[src/rtl/xfc_pkg.sv]
// Package: shared types and helpers for the Xon/Xoff flow controller.
// Assumes 8-bit character registers; word length selects 5..8 active bits.
package xfc_pkg;

    localparam int CHAR_W = 8;

    typedef enum logic [1:0] {
        SEQ_IDLE   = 2'd0,
        SEQ_FIRST  = 2'd1,
        SEQ_SECOND = 2'd2,
        SEQ_OFF    = 2'd3
    } seq_state_t;

    typedef enum logic {
        PAIR_XON  = 1'b0,
        PAIR_XOFF = 1'b1
    } pair_kind_t;

    // Mask of active character bits: 00->5, 01->6, 10->7, 11->8 bits
    function automatic logic [CHAR_W-1:0] word_mask(input logic [1:0] wl);
        logic [1:0] drop;
        drop = 2'd3 - wl;
        return {CHAR_W{1'b1}} >> drop;
    endfunction

endpackage

[src/rtl/xfc_level_cmp.sv]
// Module: threshold comparator with a dead band at equality.
// Assumes level and threshold are unsigned counts of equal width.
module xfc_level_cmp #(
    parameter int LVL_W = 6
) (
    input  logic [LVL_W-1:0] level,
    input  logic [LVL_W-1:0] thresh,
    output logic             above,
    output logic             below
);
    // Strict comparisons leave level == thresh as a hold band
    always_comb begin
        above = (level > thresh);
        below = (level < thresh);
    end
endmodule

[src/rtl/xfc_char_match.sv]
// Module: compares each received character with the compare value under
// the word-length mask and keeps a sticky flag until a status read.
// Assumes rx_valid is a single-cycle strobe per character.
module xfc_char_match
    import xfc_pkg::*;
(
    input  logic              clk,
    input  logic              rst_n,
    input  logic              enable,
    input  logic [1:0]        wlen,
    input  logic [CHAR_W-1:0] cmp_val,
    input  logic              rx_valid,
    input  logic [CHAR_W-1:0] rx_char,
    input  logic              clr,
    output logic              flag
);
    logic [CHAR_W-1:0] mask;
    logic              hit;

    // Masked equality of the received character against the compare value
    always_comb begin
        mask = word_mask(wlen);
        hit  = enable && rx_valid && (((rx_char ^ cmp_val) & mask) == '0);
    end

    // Sticky flag: a new hit wins over a clear in the same cycle
    always_ff @(posedge clk) begin
        if (!rst_n)   flag <= 1'b0;
        else if (hit) flag <= 1'b1;
        else if (clr) flag <= 1'b0;
    end
endmodule

[src/rtl/xfc_insert_seq.sv]
// Module: four-state sequencer that offers the Xoff or Xon character pair
// to the transmitter and remembers that Xoff was sent last.
// Assumes the transmitter holds normal data while ins_req is high.
module xfc_insert_seq
    import xfc_pkg::*;
(
    input  logic              clk,
    input  logic              rst_n,
    input  logic              allowed,
    input  logic              above,
    input  logic              below,
    input  logic [CHAR_W-1:0] xon1,
    input  logic [CHAR_W-1:0] xon2,
    input  logic [CHAR_W-1:0] xoff1,
    input  logic [CHAR_W-1:0] xoff2,
    input  logic              ack,
    output logic              req,
    output logic [CHAR_W-1:0] chr
);
    seq_state_t state;
    pair_kind_t kind;

    // State and pair-kind update
    always_ff @(posedge clk) begin
        if (!rst_n) begin
            state <= SEQ_IDLE;
            kind  <= PAIR_XON;
        end else begin
            case (state)
                SEQ_IDLE: begin
                    if (allowed && above) begin
                        state <= SEQ_FIRST;
                        kind  <= PAIR_XOFF;
                    end
                end
                SEQ_FIRST: begin
                    if (ack) state <= SEQ_SECOND;
                end
                SEQ_SECOND: begin
                    if (ack) state <= (kind == PAIR_XOFF) ? SEQ_OFF : SEQ_IDLE;
                end
                SEQ_OFF: begin
                    if (!allowed) begin
                        state <= SEQ_IDLE;
                    end else if (below) begin
                        state <= SEQ_FIRST;
                        kind  <= PAIR_XON;
                    end
                end
                default: state <= SEQ_IDLE;
            endcase
        end
    end

    // Handshake outputs decoded from the state and pair kind
    always_comb begin
        req = (state == SEQ_FIRST) || (state == SEQ_SECOND);
        chr = '0;
        if (state == SEQ_FIRST)
            chr = (kind == PAIR_XOFF) ? xoff1 : xon1;
        else if (state == SEQ_SECOND)
            chr = (kind == PAIR_XOFF) ? xoff2 : xon2;
    end
endmodule

[src/rtl/xonxoff_flow_ctrl.sv]
// Module: top of the Xon/Xoff flow controller. Joins the level comparator,
// the pair sequencer and the special-character matcher.
// Assumes rx_level is the receive FIFO count of a DEPTH-entry FIFO.
module xonxoff_flow_ctrl
    import xfc_pkg::*;
#(
    parameter int DEPTH = 32,
    localparam int LVL_W = $clog2(DEPTH + 1)
) (
    input  logic              clk,
    input  logic              rst_n,
    input  logic              flow_en,
    input  logic              special_en,
    input  logic [1:0]        wlen,
    input  logic [LVL_W-1:0]  trig_level,
    input  logic [LVL_W-1:0]  rx_level,
    input  logic [CHAR_W-1:0] xon1_char,
    input  logic [CHAR_W-1:0] xon2_char,
    input  logic [CHAR_W-1:0] xoff1_char,
    input  logic [CHAR_W-1:0] xoff2_char,
    input  logic              rx_valid,
    input  logic [CHAR_W-1:0] rx_char,
    input  logic              isr_read,
    input  logic              ins_ack,
    output logic              ins_req,
    output logic [CHAR_W-1:0] ins_char,
    output logic              special_flag
);
    logic lvl_above;
    logic lvl_below;
    logic flow_allowed;

    // Special-detect mode suppresses automatic insertion
    always_comb flow_allowed = flow_en && !special_en;

    xfc_level_cmp #(.LVL_W(LVL_W)) u_cmp (
        .level  (rx_level),
        .thresh (trig_level),
        .above  (lvl_above),
        .below  (lvl_below)
    );

    xfc_insert_seq u_seq (
        .clk     (clk),
        .rst_n   (rst_n),
        .allowed (flow_allowed),
        .above   (lvl_above),
        .below   (lvl_below),
        .xon1    (xon1_char),
        .xon2    (xon2_char),
        .xoff1   (xoff1_char),
        .xoff2   (xoff2_char),
        .ack     (ins_ack),
        .req     (ins_req),
        .chr     (ins_char)
    );

    xfc_char_match u_match (
        .clk      (clk),
        .rst_n    (rst_n),
        .enable   (special_en),
        .wlen     (wlen),
        .cmp_val  (xoff2_char),
        .rx_valid (rx_valid),
        .rx_char  (rx_char),
        .clr      (isr_read),
        .flag     (special_flag)
    );
endmodule

[config.mk]
export PLATFORM = sky130hd
export DESIGN_NAME = xonxoff_flow_ctrl
export DESIGN_NICKNAME = d
export VERILOG_FILES = /design/src/rtl/xfc_pkg.sv /design/src/rtl/xfc_level_cmp.sv /design/src/rtl/xfc_char_match.sv /design/src/rtl/xfc_insert_seq.sv /design/src/rtl/xonxoff_flow_ctrl.sv
export SDC_FILE = /design/constraint.sdc
export NUM_CORES = 1
export LEC_CHECK = 0
export BUFFER_PORTS_ARGS = -buffer_cell sky130_fd_sc_hd__clkbuf_2
export CAP_MARGIN = 20
export CORE_MARGIN = 1.5
export CORE_UTILIZATION = 41
export CTS_CLUSTER_DIAMETER = 200
export DETAILED_ROUTE_END_ITERATION = 8
export HOLD_SLACK_MARGIN = 0.05
export PLACE_DENSITY = 0.91
export SYNTH_ARGS = -nofsm -noshare
export SYNTH_HDL_FRONTEND = slang
export SYNTH_SLANG_ARGS = --single-unit
[constraint.sdc]
create_clock -name clk -period 3.7 [get_ports clk]
set_input_delay 0 -clock clk [delete_from_list [all_inputs] [get_ports clk]]
set_output_delay 0 -clock clk [all_outputs]
set_load 0.005 [all_outputs]
==> results.md, run 1 <==
- Status: completed
- Worst clock skew: ~2.1 ps
- CTS Hold Buffers Added: 1
- Detailed Route Iter0 Violations: 13
- Post-Route Utilization: around two thirds
- Worst rel slew slack: 43.13%
- Final layout net count: approximately 250
- Fmax: around 550 MHz
- Top Ports: approximately 70
- Final min period: 1819 ps
- Seq pwr share: around a fifth
- Synthesis-to-layout area growth: 49.38%
- Pwr dens: around 290 nW/µm²
- Peak supply drop: 0.0001680 V
- Clock-pin slew on the worst setup and hold paths: approximately 40 ps
- Setup tns final: 0 ps
- Drt wl/cell: about 12 µm
- Fillcell total: between 150 and 200
- Clock Latency Late Sink: approximately 240 ps
- Remaining global-route overflow: 0
- Psw: 143.7 µW
- Worst Setup End Kind: primary output
- Count leader, synth: nand2_1
- Max-Cap Viols: 0
- Worst-path cell chain: mux2_2 -> nand2_1 -> o21ai_0 -> clkbuf_2
- CTS H-Tree Depth: 1
- Yosys warns: 0
- Pre-CTS setup slack: approximately 2000 ps
- Crit Path Category: flip-flop to primary output
- RSZ-0062 raised after global routing: no
- Ant diodes: 0
- Crit path required time: around 3700 ps
- Routed Antenna Nets: 0
- Syn_area_per_cell: 7.796 µm²
- Largest net degree at the start of global routing: 20
- Cells after Synth: ~100
- Final setup violation count: 0
- Die X: around 47 µm
- Synth cell count leaders: 16 x nand2_1, 10 x ha_1, 8 x inv_1, 8 x o21ai_0
- Largest cells by area after synthesis: ha_1 15%, dfxtp_1 9.9%, mux2_2 9.7%
- First-pass GRT wire length: ~3.7 mm
- Crit-path max cell delay: between 800 and 900 ps
- Die height: around 47 µm
- Crit-path max FO: 19
- Register area share after synthesis: about a tenth
- Routed WL: between 2 and 2.5 mm
- PortBufs: 70
- Power share of the clock group: between 10% and 20%
- Slowest library cell on the worst path: dfxtp_1
- Root buffer cell: clkbuf_4
- Syn nets: between 150 and 200
- Ys async rst share: 0%
- Mapped cell area: 810.8 µm²
- Initial antenna violation count: 0
- Final non-filler cell total: 200
- Num CTS Buffers: 3
- Via/cell ratio: 5.150
- Final hold slack: between 70 and 80 ps
- Number of synthesized flops with an enable pin: 0
- Sw Share: 41.35%
- Ys flop type: dfxtp_1
- Die ar.: approximately 2300 µm²
- Postcts setup bufs: 0
- Vias in the first global route: 990
- Pleak: around 0.63 nW
- Pint: just over 200 µW
- Initial core utilization: around 45%
- GP Congestion: approximately 0.77
- Worst Hold Class: input pin to flip-flop
- Worst-margin pin slew: approximately 850 ps
- Top-area cell type share of the netlist area: around 15%
- Final hold vios: 0
- Yosys top cell by area: ha_1
- Max-slew violations: 0
- Yosys cell types: 29
- CTS Sinks: 4
- DP HPWL: 2.045 mm
- Clock buffer depth: 2
- Rows: 15
- Crit start category: flip-flop
- Post-CTS Resized: 0
- Final worst slack: roughly 1900 ps
- Period Utilization, post-route: 49.16%
- DRC: 0
- Worst Path Arrival: roughly 1800 ps
- Total track usage: a little under a quarter
- CTS tree: built
- Number of vias in the routed layout: about 1000
- Iteration count of the initial detailed-routing pass: 4
- Combinational Power Share: 64.7%
- Layout cells sized above 1: 48.00%
- Placed Cells incl. Taps: 196
- Synth Register Bits: 4
- Core Footprint: 1783 µm²
## area by class of cell
type / count / area (µm²) / share of cell area (%)
Clock buffer: 3 / 22.52 / 1.860
Multi-Input combinational cell: 89 / 686.9 / 56.71
Tap cell: 25 / 31.28 / 2.583
Inverter: 8 / 30.03 / 2.479
Sequential cell: 4 / 80.08 / 6.612
Timing Repair Buffer: 71 / 360.3 / 29.75
## stage by stage
stage	cell area [µm²]	power [mW]
5_1_grt	1211	0.3807
3_3_place_gp	1179	0.2818
4_1_cts	1211	0.3503
2_1_floorplan	810.8	0.2058
6_report	1211	0.3476
3_5_place_dp	1179	0.2921
## layer usage
layer  track usage (%)  vias to the layer above  part of all wire (%)
li1                  -                      514                     -
met1             22.83                      450                    40
met2             44.59                       62                    50
met3             3.396                        4                   7.6
met4             12.78                        0                   2.2
met5                 0                        -                     0
## cell usage in the layout (no fill, tap or decap), types with 2 or more instances in the layout
| cell type | netlist | layout |
|---|---|---|
| nor2_1 | 5 | 5 |
| o21ai_0 | 8 | 8 |
| ha_1 | 10 | 10 |
| xnor2_1 | 6 | 6 |
| nand2_1 | 16 | 16 |
| mux2i_1 | 7 | 7 |
| clkbuf_2 | 0 | 70 |
| clkbuf_4 | 0 | 3 |
| nand4_1 | 2 | 2 |
| a21oi_1 | 7 | 7 |
| o21a_1 | 3 | 3 |
| mux2_2 | 7 | 7 |
| nor2b_1 | 3 | 3 |
| inv_1 | 8 | 8 |
| dfxtp_1 | 4 | 4 |
| a211oi_1 | 2 | 2 |
## cell families after synthesis
group / share of synthesized area (%)
xor gates and xnor gates: 7.562
adders and majority gates: 15.43
muxes: 18.37
AOI/OAI and AO/OA: 27.47
and+or+nand+nor: 15.90
DFF: 9.877
buffers and inverters: 5.401
## final timing paths
path / cells past startpoint / slack [ps] / start / end
max: 4 / 1880 / u_seq.kind / ins_char[3]
min: 3 / 70 / isr_read / u_match.flag
max reg2reg: 6 / 2030 / u_seq.state[1] / u_seq.state[1]
min reg2reg: 2 / 580 / u_match.flag / u_match.flag
## critical path, delay by kind of cell, from the launching register on
family          cells  cell delay (ps)
flops               1              870
mux                 1              420
buf+inv             1              130
compound gates      1               90
simple gates        1               70
## power by group through the flow
stage	clock [mW]	sequential, mW	combinational (mW)
after floorplan	0	0.0569	0.149
after global placement	0	0.0661	0.216
after detailed placement	0	0.0677	0.224
after CTS	0.0569	0.0667	0.227
after global routing	0.0601	0.0687	0.252
final	0.0556	0.0671	0.225
## sequential cells by signal, indices dropped and copies added (netlist names)
signal        cells
u_match.flag      1
u_seq.kind        1
u_seq.state       2
No activity file was read; power rests on OpenSTA's default activity.
==> inputs of run 2 (changes only) <==
- CORE_UTILIZATION: 41 -> 38
- PLACE_DENSITY: 0.91 -> 0.86
- clock period: 3.7 -> 1.8 ns (I/O delays scaled with it)
==> run 2 against run 1 <==
Against the previous run: final area rose by 1.8%; wire length rose by 3.4%; clock skew rose by 4.7 ps; sequential share of layout area barely moved; via count rose by 2.8%.
==> results.md, run 2 (synthesis results as in run 1) <==
- Worst-margin pin slew: 597.6 ps (-254.3 ps)
- Pleak: 0.6394 nW (+1.8%)
- Worst rel slew slack: 60.10% (+17 points)
- Core Footprint: 1982 µm² (+11%)
- Rows: 16 (+1)
- Layout cells sized above 1: 49.72% (+1.7 points)
- Remaining global-route overflow: 0 (unchanged)
- Crit path required time: 1800 ps (-1900 ps)
- Vias in the first global route: 1072 (+8.3%)
- Post-Route Utilization: 62.18% (-5.7 points)
- Final non-filler cell total: 204 (+2.0%)
- Hold path depth: 3 (unchanged)
- CTS H-Tree Depth: 1 (unchanged)
- Worst clock skew: 6.778 ps (+4.680 ps)
- RSZ-0062 raised after global routing: no
- Routed WL: 2.431 mm (+3.4%)
- Crit Path Category: flip-flop to primary output
- Setup tns final: 0 ps (unchanged)
- DP Area: 1196 µm² (+1.5%)
- Largest regs: u_seq.state: 2 flops, u_match.flag: 1 flops, u_seq.kind: 1 flops
- Top Ports: 71 (unchanged)
- Max reg flops: 2 (unchanged)
- Clock-pin slew on the worst setup and hold paths: 40 ps (about the same)
- Crit start category: flip-flop
- Placed Cells incl. Taps: 200 (+2.0%)
- Final min period: 1662 ps
- Iteration count of the initial detailed-routing pass: 4 (unchanged)
- DP HPWL: 2.132 mm (+4.2%)
- Final hold vios: 0 (unchanged)
- GP Congestion: 0.7461 (-3.3%)
- Crit-path max FO: 10 (-9)
- Initial antenna violation count: 0 (unchanged)
- Final setup violation count: 0 (unchanged)
- Initial core utilization: 40.91% (-4.6 points)
- Fin area: 1232 µm² (+1.8%)
- Die X: 49.19 µm (+3.6%)
- Drt wl/cell: 11.92 µm (+1.4%)
- Worst Path Arrival: 1660 ps (-160 ps)
- Fmax: roughly 600 MHz
- Clock buffer depth: 2 (unchanged)
- Peak supply drop: 0.0003482 V (+110%)
- Commonest non-fill, non-tap cell in the layout: clkbuf_2
- Max-Cap Viols: 0 (unchanged)
- Largest net degree at the start of global routing: 14 (-30%)
- Via/cell ratio: 5.191 (+0.80%)
- Ant diodes: 0 (unchanged)
- Detailed Route Iter0 Violations: 11 (-2)
- Postcts setup bufs: 0 (unchanged)
- Number of vias in the routed layout: 1059 (+2.8%)
- FF-to-FF path depth: 6 (unchanged)
- Routed Antenna Nets: 0 (unchanged)
- Period Utilization, post-route: about 90%
- Status: completed
- CTS tree: built
- Clock Latency Late Sink: 250 ps (about the same)
- Num CTS Buffers: 3 (unchanged)
- Root buffer cell: clkbuf_4
- Pwr dens: 603.3 nW/µm² (+110%)
- Final layout net count: 250 (+0.81%)
- Leading cell types in the layout, fill and taps excluded: 70 x clkbuf_2, 16 x nand2_1, 10 x ha_1
- Die height: 49.19 µm (+3.6%)
- DRC: 0 (unchanged)
- Synthesis-to-layout area growth: 52.01%
- Largest reg by FF count: u_seq.state
- Total track usage: 21.92% (-1.1 points)
- PortBufs: 70 (unchanged)
- Die ar.: 2420 µm² (+7.4%)
- Worst Setup End Kind: primary output
- First-pass GRT wire length: 4.071 mm (+11%)
- Worst Hold Class: input pin to flip-flop
- Max-slew violations: 0 (unchanged)
- CTS Sinks: 4 (unchanged)
## run 2: cell types whose count changed in the layout (fill, tap and decap cells not counted), sizes merged
| cell | delta |
|---|---|
| buf | +2 |
## run 2: layout make-up
cell class                      instances  area, µm²
Inverter                                8      30.03
Tap cell                               27      33.78
Multi-Input combinational cell         89      689.4
Sequential cell                         4      81.33
Fill cell                             175      749.5
Clock buffer                            3      22.52
Timing Repair Buffer                   73      375.4
## run 2: where the power goes
part | internal, mW | switching [mW] | total [mW] | leakage (nW)
Combinational | 0.255 | 0.236 | 0.491 | 0.593
Sequential | 0.105 | 0.0273 | 0.133 | 0.0330
Clock | 0.0751 | 0.0451 | 0.120 | 0.0138
Total | 0.435 | 0.308 | 0.743 | 0.639
## run 2: final timing paths
path                   from              to  slack, ps
max          u_seq.state[1]     ins_char[7]        140
min                isr_read    u_match.flag         90
max reg2reg  u_seq.state[0]  u_seq.state[1]        230
min reg2reg  u_seq.state[1]  u_seq.state[1]        570
## run 2: what timing repair did
item | 4_1_cts | 5_1_grt
endpoints found under the hold margin | 4 | 0
resized for setup | 0 | 5
setup endpoints to repair | 0 | 7
hold buffers | 1 | 0
## run 2: layer usage
layer  global-route usage, %  vias up  part of all wire, %
met5                       0        -                    0
met4                   15.24        0                  4.6
met3                   5.215       14                  8.0
met2                   40.54       70                   50
met1                   20.97      455                   38
li1                        -      520                    -
## run 2: critical path, stage by stage (launching register included)
cell and delay [ps]:
dfxtp_2 360, inv_1 70, ha_1 230, buf_4 190
nand2b_2 230, o21ai_0 210, clkbuf_2 150
## run 2: metrics by stage
| stage | hold slack [ps] | worst slack, ps | total power [mW] |
|---|---|---|---|
| after floorplan | 117.5 | 387.7 | 0.4230 |
| after global placement | 280.8 | 289.1 | 0.5989 |
| after detailed placement | 281.6 | 214.5 | 0.6162 |
| after CTS | 60.13 | 45.29 | 0.7444 |
| after global routing | 106.3 | 46.73 | 0.8066 |
| final | 88.07 | 137.9 | 0.7435 |
